## src/rtl/pld_cell_pkg.sv

```systemverilog
package pld_cell_pkg;
  // Action taken by the flip-flops at a rising edge
  typedef enum logic [1:0] {
    ACT_LOAD   = 2'd0,
    ACT_PRESET = 2'd1,
    ACT_CLEAR  = 2'd2
  } cell_act_t;
endpackage

```

## src/rtl/olmc_ctrl.sv

```systemverilog
module olmc_ctrl
  import pld_cell_pkg::*;
(
  input  logic      rst,
  input  logic      spreset_term,
  output cell_act_t act
);
  // Synchronous reset outranks the preset term; the load is the default
  always_comb begin
    if (rst)               act = ACT_CLEAR;
    else if (spreset_term) act = ACT_PRESET;
    else                   act = ACT_LOAD;
  end
endmodule

```

## src/rtl/olmc_state.sv

```systemverilog
module olmc_state
  import pld_cell_pkg::*;
#(
  parameter int CELLS = 8
) (
  input  logic             clk,
  input  logic             rst,
  input  logic             spreset_term,
  input  logic             aclr,
  input  cell_act_t        act,
  input  logic [CELLS-1:0] d,
  output logic [CELLS-1:0] q
);
  localparam logic [CELLS-1:0] ALL_ONES = {CELLS{1'b1}};

  for (genvar i = 0; i < CELLS; i++) begin : g_bit
    logic bit_q;
    always_ff @(posedge clk or posedge aclr) begin
      if (aclr) begin
        bit_q <= 1'b0;
      end else begin
        case (act)
          ACT_CLEAR:  bit_q <= 1'b0;
          ACT_PRESET: bit_q <= 1'b1;
          default:    bit_q <= d[i];
        endcase
      end
    end
    assign q[i] = bit_q;
  end

  AST_CLEAR_HOLDS: assert property (@(posedge clk)
    aclr |-> q == '0);

  AST_PRESET_FILLS: assert property (@(posedge clk) disable iff (aclr)
    (spreset_term && !rst) |=> q == ALL_ONES);

  AST_NORMAL_LOAD: assert property (@(posedge clk) disable iff (aclr)
    (!rst && !spreset_term) |=> q == $past(d));

  AST_RESET_WINS: assert property (@(posedge clk) disable iff (aclr)
    rst |=> q == '0);
endmodule

```

## src/rtl/olmc_pinmux.sv

```systemverilog
module olmc_pinmux #(
  parameter int CELLS = 8
) (
  input  logic [CELLS-1:0] sop,
  input  logic [CELLS-1:0] state,
  input  logic [CELLS-1:0] cfg_reg,
  input  logic [CELLS-1:0] cfg_inv,
  input  logic [CELLS-1:0] oe,
  output logic [CELLS-1:0] pin_val,
  output logic [CELLS-1:0] pin_drive
);
  for (genvar i = 0; i < CELLS; i++) begin : g_cell
    logic pre_pol;
    // Polarity is applied after the register/bypass choice
    assign pre_pol      = cfg_reg[i] ? state[i] : sop[i];
    assign pin_val[i]   = pre_pol ^ cfg_inv[i];
    assign pin_drive[i] = oe[i];
  end
endmodule

```

## src/rtl/pld_macrocell_bank.sv

```systemverilog
module pld_macrocell_bank
  import pld_cell_pkg::*;
#(
  parameter int CELLS = 8
) (
  input  logic             clk,
  input  logic             rst,
  input  logic [CELLS-1:0] sop_term,
  input  logic [CELLS-1:0] oe_term,
  input  logic             areset_term,
  input  logic             spreset_term,
  input  logic [CELLS-1:0] cfg_reg,
  input  logic [CELLS-1:0] cfg_inv,
  output logic [CELLS-1:0] pin_val,
  output logic [CELLS-1:0] pin_drive,
  output logic [CELLS-1:0] fb
);
  cell_act_t        act;
  logic [CELLS-1:0] state;

  olmc_ctrl u_ctrl (
    .rst          (rst),
    .spreset_term (spreset_term),
    .act          (act)
  );

  olmc_state #(.CELLS(CELLS)) u_state (
    .clk          (clk),
    .rst          (rst),
    .spreset_term (spreset_term),
    .aclr         (areset_term),
    .act          (act),
    .d            (sop_term),
    .q            (state)
  );

  olmc_pinmux #(.CELLS(CELLS)) u_mux (
    .sop       (sop_term),
    .state     (state),
    .cfg_reg   (cfg_reg),
    .cfg_inv   (cfg_inv),
    .oe        (oe_term),
    .pin_val   (pin_val),
    .pin_drive (pin_drive)
  );

  // Feedback ignores the pin enables
  assign fb = state;

  AST_REG_PIN_PATH: assert property (@(posedge clk) disable iff (areset_term)
    (!rst && !spreset_term) |=>
      ((pin_val ^ cfg_inv) & cfg_reg) == ($past(sop_term) & cfg_reg));

  AST_FB_FREE_RUN: assert property (@(posedge clk) disable iff (areset_term)
    (!rst && !spreset_term && oe_term == '0) |=> fb == $past(sop_term));
endmodule

```

## config.mk

```make
export PLATFORM = sky130hd
export DESIGN_NAME = pld_macrocell_bank
export DESIGN_NICKNAME = d
export VERILOG_FILES = /design/src/rtl/pld_cell_pkg.sv /design/src/rtl/olmc_ctrl.sv /design/src/rtl/olmc_state.sv /design/src/rtl/olmc_pinmux.sv /design/src/rtl/pld_macrocell_bank.sv
export SDC_FILE = /design/constraint.sdc
export NUM_CORES = 1
export LEC_CHECK = 0
export ABC_CLOCK_PERIOD_IN_PS = 3050
export CAP_MARGIN = 20
export CORE_MARGIN = 2
export CORE_UTILIZATION = 32
export DETAILED_ROUTE_END_ITERATION = 10
export GPL_TIMING_DRIVEN = 0
export HOLD_SLACK_MARGIN = 0.1
export PLACE_DENSITY = 0.89
export SYNTH_ARGS = -nofsm -noshare
export SYNTH_HDL_FRONTEND = slang
export SYNTH_HIERARCHICAL = 1
export SYNTH_SLANG_ARGS = --single-unit
```

## constraint.sdc

```tcl
create_clock -name clk -period 3.05 [get_ports clk]
set_clock_uncertainty 0.05 [all_clocks]
set_input_delay 0.915 -clock clk [delete_from_list [all_inputs] [get_ports clk]]
set_output_delay 0.915 -clock clk [all_outputs]
set_load 0.02 [all_outputs]
```

==> impl_results.md, run 1 <==
* Cell Count, Final, Fillers Out at 135
* Clk sinks at 8
* Placed instance count at 132
* Leak pwr at 0.559 nW
* Largest net degree at the start of global routing at 9
* Commonest non-fill, non-tap cells in the layout: clkdlybuf4s50_1 (43), buf_4 (17)
* Rows at 16
* Period utilisation layout at 0.960
* Setup TNS at 0 ps
* Post-Syn Instances at 54
* GRT Residual Overflow at 0
* Die Span X at 48.8 µm
* Vias per cell at 4.12
* Input/output buffers at 51
* # fillers at 179
* CP startpoint kind: input pin
* Net Count, Synth at 91
* Root Buffer Master: clkbuf_4
* Worst path arrival time at 1960 ps
* CP top delay family: buffers and inverters
* Final HPWL from detailed placement at 1290 µm
* Initial antenna violation count at 0
* Core Area at 1920 µm²
* Max reg flops at 8
* Finished Cell Area at 1170 µm²
* Max-Cap Viols at 0
* Register name with the most flops: u_state/g_bit.bit_q
* #FFs+latches synth at 8
* Maximum fanout along the worst path at 1
* Critical path class: in -> out
* Antenna viol nets, final at 0
* Die height at 48.8 µm
* Sequential area share after synthesis at 0.311
* Post-synthesis average cell area at 11.9 µm²
* Hold/Removal Path Class: in -> async
* DR pass1 iterations at 1
* Final Hold Vio Count at 0
* Peak supply drop at 0.186 mV
* Top Ports at 60
* Clk buf depth at 2
* Post-synth top area cell: dfrtp_1
* Final Wtd Congestion at 0.640
* Mapped Area at 643 µm²
* Initial DRC count at 0
* Slew HR at 0.795
* Final Hold Slack at 851 ps
* Post-synthesis cell type count at 9
* Worst Path Buf+Inv at 2
* CP Capture Type: output pin
* Reg clk slew, reported paths at 60 ps
* DRC at 0
* Max Freq at 0.342 GHz
* First-pass GRT wire length at 2580 µm
* Hold_buf cts at 0
* Yosys top cell area share at 0.311
* Wirelength, routed at 1520 µm
* TritonCTS clock tree: built
* Die area at 2380 µm²
* Final net count at 147
* Status: finished, final reports clean
* Ys Warns at 6
* Commonest non-fill, non-tap cell in the layout: clkdlybuf4s50_1
* Pwr dens at 354 nW/µm²
* Worst Tran Pin Value at 307 ps
* Clock buffer count from CTS at 3
* Fin crit period at 2930 ps
* CP max stage cell: clkdlybuf4s50_1
* Largest cells by area after synthesis: dfrtp_1 (31%), buf_4 (20%), mux2_4 (19%), mux2i_1 (12%), xnor2_1 (11%)
* Final max-slew violation count at 0
* Wirelength per Cell at 11.2 µm
* RSZ-0062 raised after global routing: no
* Via count at 556
* Post-DP Area at 1190 µm²
* Worst Path Required at 2080 ps
* Ratio of cells with drive above 1 in the final layout at 0.352
* Area growth, synth to finish at 81.9%
* H-Tree Level Count at 1
* Largest regs: u_state/g_bit.bit_q: 8 flops
* Final-report setup violation count at 0
* Vias in the first global route at 607
* CP Cell Sequence: clkdlybuf4s50_1 > mux2i_1 > xnor2_1 > clkbuf_2
* GRT Util Overall at 0.142
* Initial core utilization at 0.335
* Crit-path max cell delay at 470 ps
* Antenna diodes at 0
synthesized netlist by cell type:
| master | count |
|---|---|
| ha_1 | 1 |
| mux2i_1 | 8 |
| mux2_4 | 8 |
| inv_1 | 2 |
| buf_4 | 17 |
| dfrtp_1 | 8 |
| nor2b_4 | 1 |
| xnor2_1 | 8 |
| buf_6 | 1 |
metal layers:
layer	routed length, µm	GRT usage
met1	544	0.149
met2	762	0.244
met3	194	0.0552
met4	15	0.0714
met5	0	0
through the flow:
step                worst slack (ps)  utilization  total power, mW
detailed placement              -314        0.618            0.350
CTS                            -15.4        0.629            0.428
finish                           123        0.609            0.414
global route                    59.2        0.609            0.436
global placement                -263        0.618            0.344
floorplan                        675            -            0.242
report_power, final:
part | switching (mW) | internal (mW) | total, mW
sequential | 0.00262 | 0.116 | 0.119
clock | 0.0384 | 0.0452 | 0.0836
combinational | 0.0890 | 0.122 | 0.211
total | 0.130 | 0.284 | 0.414
path summary, 6_finish.rpt:
path	startpoint	slack, ps	to	cells after the start
setup / recovery	cfg_reg[2]	120	pin_val[2]	4
max in group asynchronous	areset_term	1860	u_state/g_bit[6].bit_q$_DFF_PP0_	2
min in group clk	sop_term[3]	1250	u_state/g_bit[3].bit_q$_DFF_PP0_	2
hold / removal	areset_term	850	u_state/g_bit[3].bit_q$_DFF_PP0_	2
timing repair:
item,in CTS,in global routing
resized for setup,17,15
endpoints found under the setup margin,8,8
gates cloned,0,0
setup buffers,0,0
cells by family after synthesis:
family,synth area share
buffers and inverters,0.228
muxes,0.311
DFF,0.311
xor gates and xnor gates,0.109
and+or+nand+nor,0.0214
adders and majority gates,0.0195
final cells by class:
type                            instances  area (µm²)  share of cell area
Buffer                                 18         139               0.119
Multi-Input combinational cell         26         297               0.253
Inverter                                2        7.51             0.00642
Timing Repair Buffer                   51         470               0.402
Clock buffer                            3        22.5              0.0193
Tap cell                               27        33.8              0.0289
Sequential cell                         8         200               0.171
(Power assumes the default switching activity.)
==> inputs of run 2 (changes only) <==
--- a/config.mk
+++ b/config.mk
@@ -13,6 +13,7 @@
 export GPL_TIMING_DRIVEN = 0
 export HOLD_SLACK_MARGIN = 0.1
 export PLACE_DENSITY = 0.89
+export SETUP_SLACK_MARGIN = 0.1
 export SYNTH_ARGS = -nofsm -noshare
 export SYNTH_HDL_FRONTEND = slang
 export SYNTH_HIERARCHICAL = 1
==> run 2 against run 1 <==
Sequential cell count unchanged; via count unchanged; critical path type unchanged; design area up 1.1%; largest cell class unchanged; core utilization grew 0.65 points; combinational power up 2%.
==> impl_results.md, run 2 (synthesized netlist as in run 1, its figures left out) <==
* Status: finished, final reports clean
* Pwr dens at 354 nW/µm²
* Input/output buffers at 51
* Area growth, synth to finish at 83.9%
* RSZ-0062 raised after global routing: yes
* Slew HR at 0.794
* Die height at 48.8 µm
* Reg clk slew, reported paths at 60 ps
* Final max-slew violation count at 0
* First-pass GRT wire length at 2600 µm
* Largest regs: u_state/g_bit.bit_q: 8 flops
* Register name with the most flops: u_state/g_bit.bit_q
* Period utilisation layout at 0.951
* Vias per cell at 4.12
* Die Span X at 48.8 µm
* Vias in the first global route at 601
* Largest net degree at the start of global routing at 9
* Peak supply drop at 0.192 mV
* Antenna viol nets, final at 0
* Clock buffer count from CTS at 3
* Leak pwr at 0.570 nW
* # fillers at 176
* CP Capture Type: output pin
* Multi-input logic area at 297 µm²
* Commonest non-fill, non-tap cells in the layout: clkdlybuf4s50_1 (42), buf_4 (21)
* Antenna diodes at 0
* Worst Path Required at 2080 ps
* Critical path class: in -> out
* Worst path arrival time at 1930 ps
* Cell Count, Final, Fillers Out at 135
* GRT Util Overall at 0.143
* DR pass1 iterations at 1
* Core Area at 1920 µm²
* CP startpoint kind: input pin
* Final net count at 147
* Via count at 556
* Die area at 2380 µm²
* Initial core utilization at 0.335
* Initial DRC count at 0
* Clk sinks at 8
* Top Ports at 60
* Final HPWL from detailed placement at 1290 µm
* Wirelength, routed at 1520 µm
* Commonest non-fill, non-tap cell in the layout: clkdlybuf4s50_1
* GRT Residual Overflow at 0
* Hold_buf cts at 0
* Final-report setup violation count at 0
* Clk buf depth at 2
* Ratio of cells with drive above 1 in the final layout at 0.352
* Hold/Removal Path Class: in -> async
* Design Power at 419 µW
* Fin crit period at 2900 ps
* Placed instance count at 132
* Root Buffer Master: clkbuf_4
* Rows at 16
* Initial antenna violation count at 0
* Max-Cap Viols at 0
* Worst Tran Pin Value at 309 ps
* H-Tree Level Count at 1
* Max reg flops at 8
* Reg area at 200 µm²
* Final Wtd Congestion at 0.640
* DRC at 0
* TritonCTS clock tree: built
* Final Hold Vio Count at 0
* Wirelength per Cell at 11.3 µm
* Maximum fanout along the worst path at 1
* Max Freq at 0.345 GHz
[run 2: cell types whose count changed in the layout (fill, tap and decap cells not counted)]
cell,previous run,this run
clkbuf_2,6,0
buf_4,17,21
buf_2,2,4
clkdlybuf4s50_1,43,42
dlymetal6s2s_1,0,1
[run 2: worst max-delay path, cell delays in order]
cell and delay (ps):
clkdlybuf4s50_1 470, mux2i_1 230, xnor2_1 150, buf_4 170
[run 2: final cells by class]
class | instances | area share
clock buffer | 3 | 0.0190
inverter | 2 | 0.00635
multi-input combinational | 26 | 0.251
timing repair buffer | 51 | 0.408
buffer | 18 | 0.117
sequential | 8 | 0.169
tap | 27 | 0.0286
[run 2: path summary, 6_finish.rpt]
path | startpoint | end | slack [ps] | depth (start not counted)
min in group clk | sop_term[3] | u_state/g_bit[3].bit_q$_DFF_PP0_ | 1250 | 2
max in group asynchronous | areset_term | u_state/g_bit[6].bit_q$_DFF_PP0_ | 1860 | 2
worst max-delay path | cfg_reg[2] | pin_val[2] | 150 | 4
worst min-delay path | areset_term | u_state/g_bit[3].bit_q$_DFF_PP0_ | 850 | 2
[run 2: per-stage QoR]
step                cell area (µm²)  utilization  hold slack, ps  setup slack, ps  TNS (ps)
floorplan                       643            -             681              675         0
global placement               1190        0.618            1140             -263     -2050
detailed placement             1190        0.618            1140             -314     -2270
CTS                            1170        0.609             856              128         0
global route                   1180        0.615             883             97.8         0
finish                         1180        0.615             850              151         0
[run 2: power breakdown]
part           leakage (nW)  switching (mW)  internal (mW)
sequential            0.101         0.00260          0.116
clock                0.0138          0.0386         0.0452
combinational         0.456          0.0890          0.127
total                 0.570           0.130          0.288
[run 2: timing repair]
action / CTS / global route
setup endpoints to repair: 8 / 4
setup buffers: 0 / 0
cloned: 0 / 0
pin swaps: 0 / 2
gates resized for setup: 39 / 5
[run 2: metal layers]
layer,up-vias,GRT usage,part of all wire,routed length (µm)
met5,-,0,0,0
met4,0,0.0714,0.0099,15
met3,2,0.0613,0.13,198
met2,43,0.242,0.50,762
met1,241,0.151,0.36,543
li1,270,-,-,-
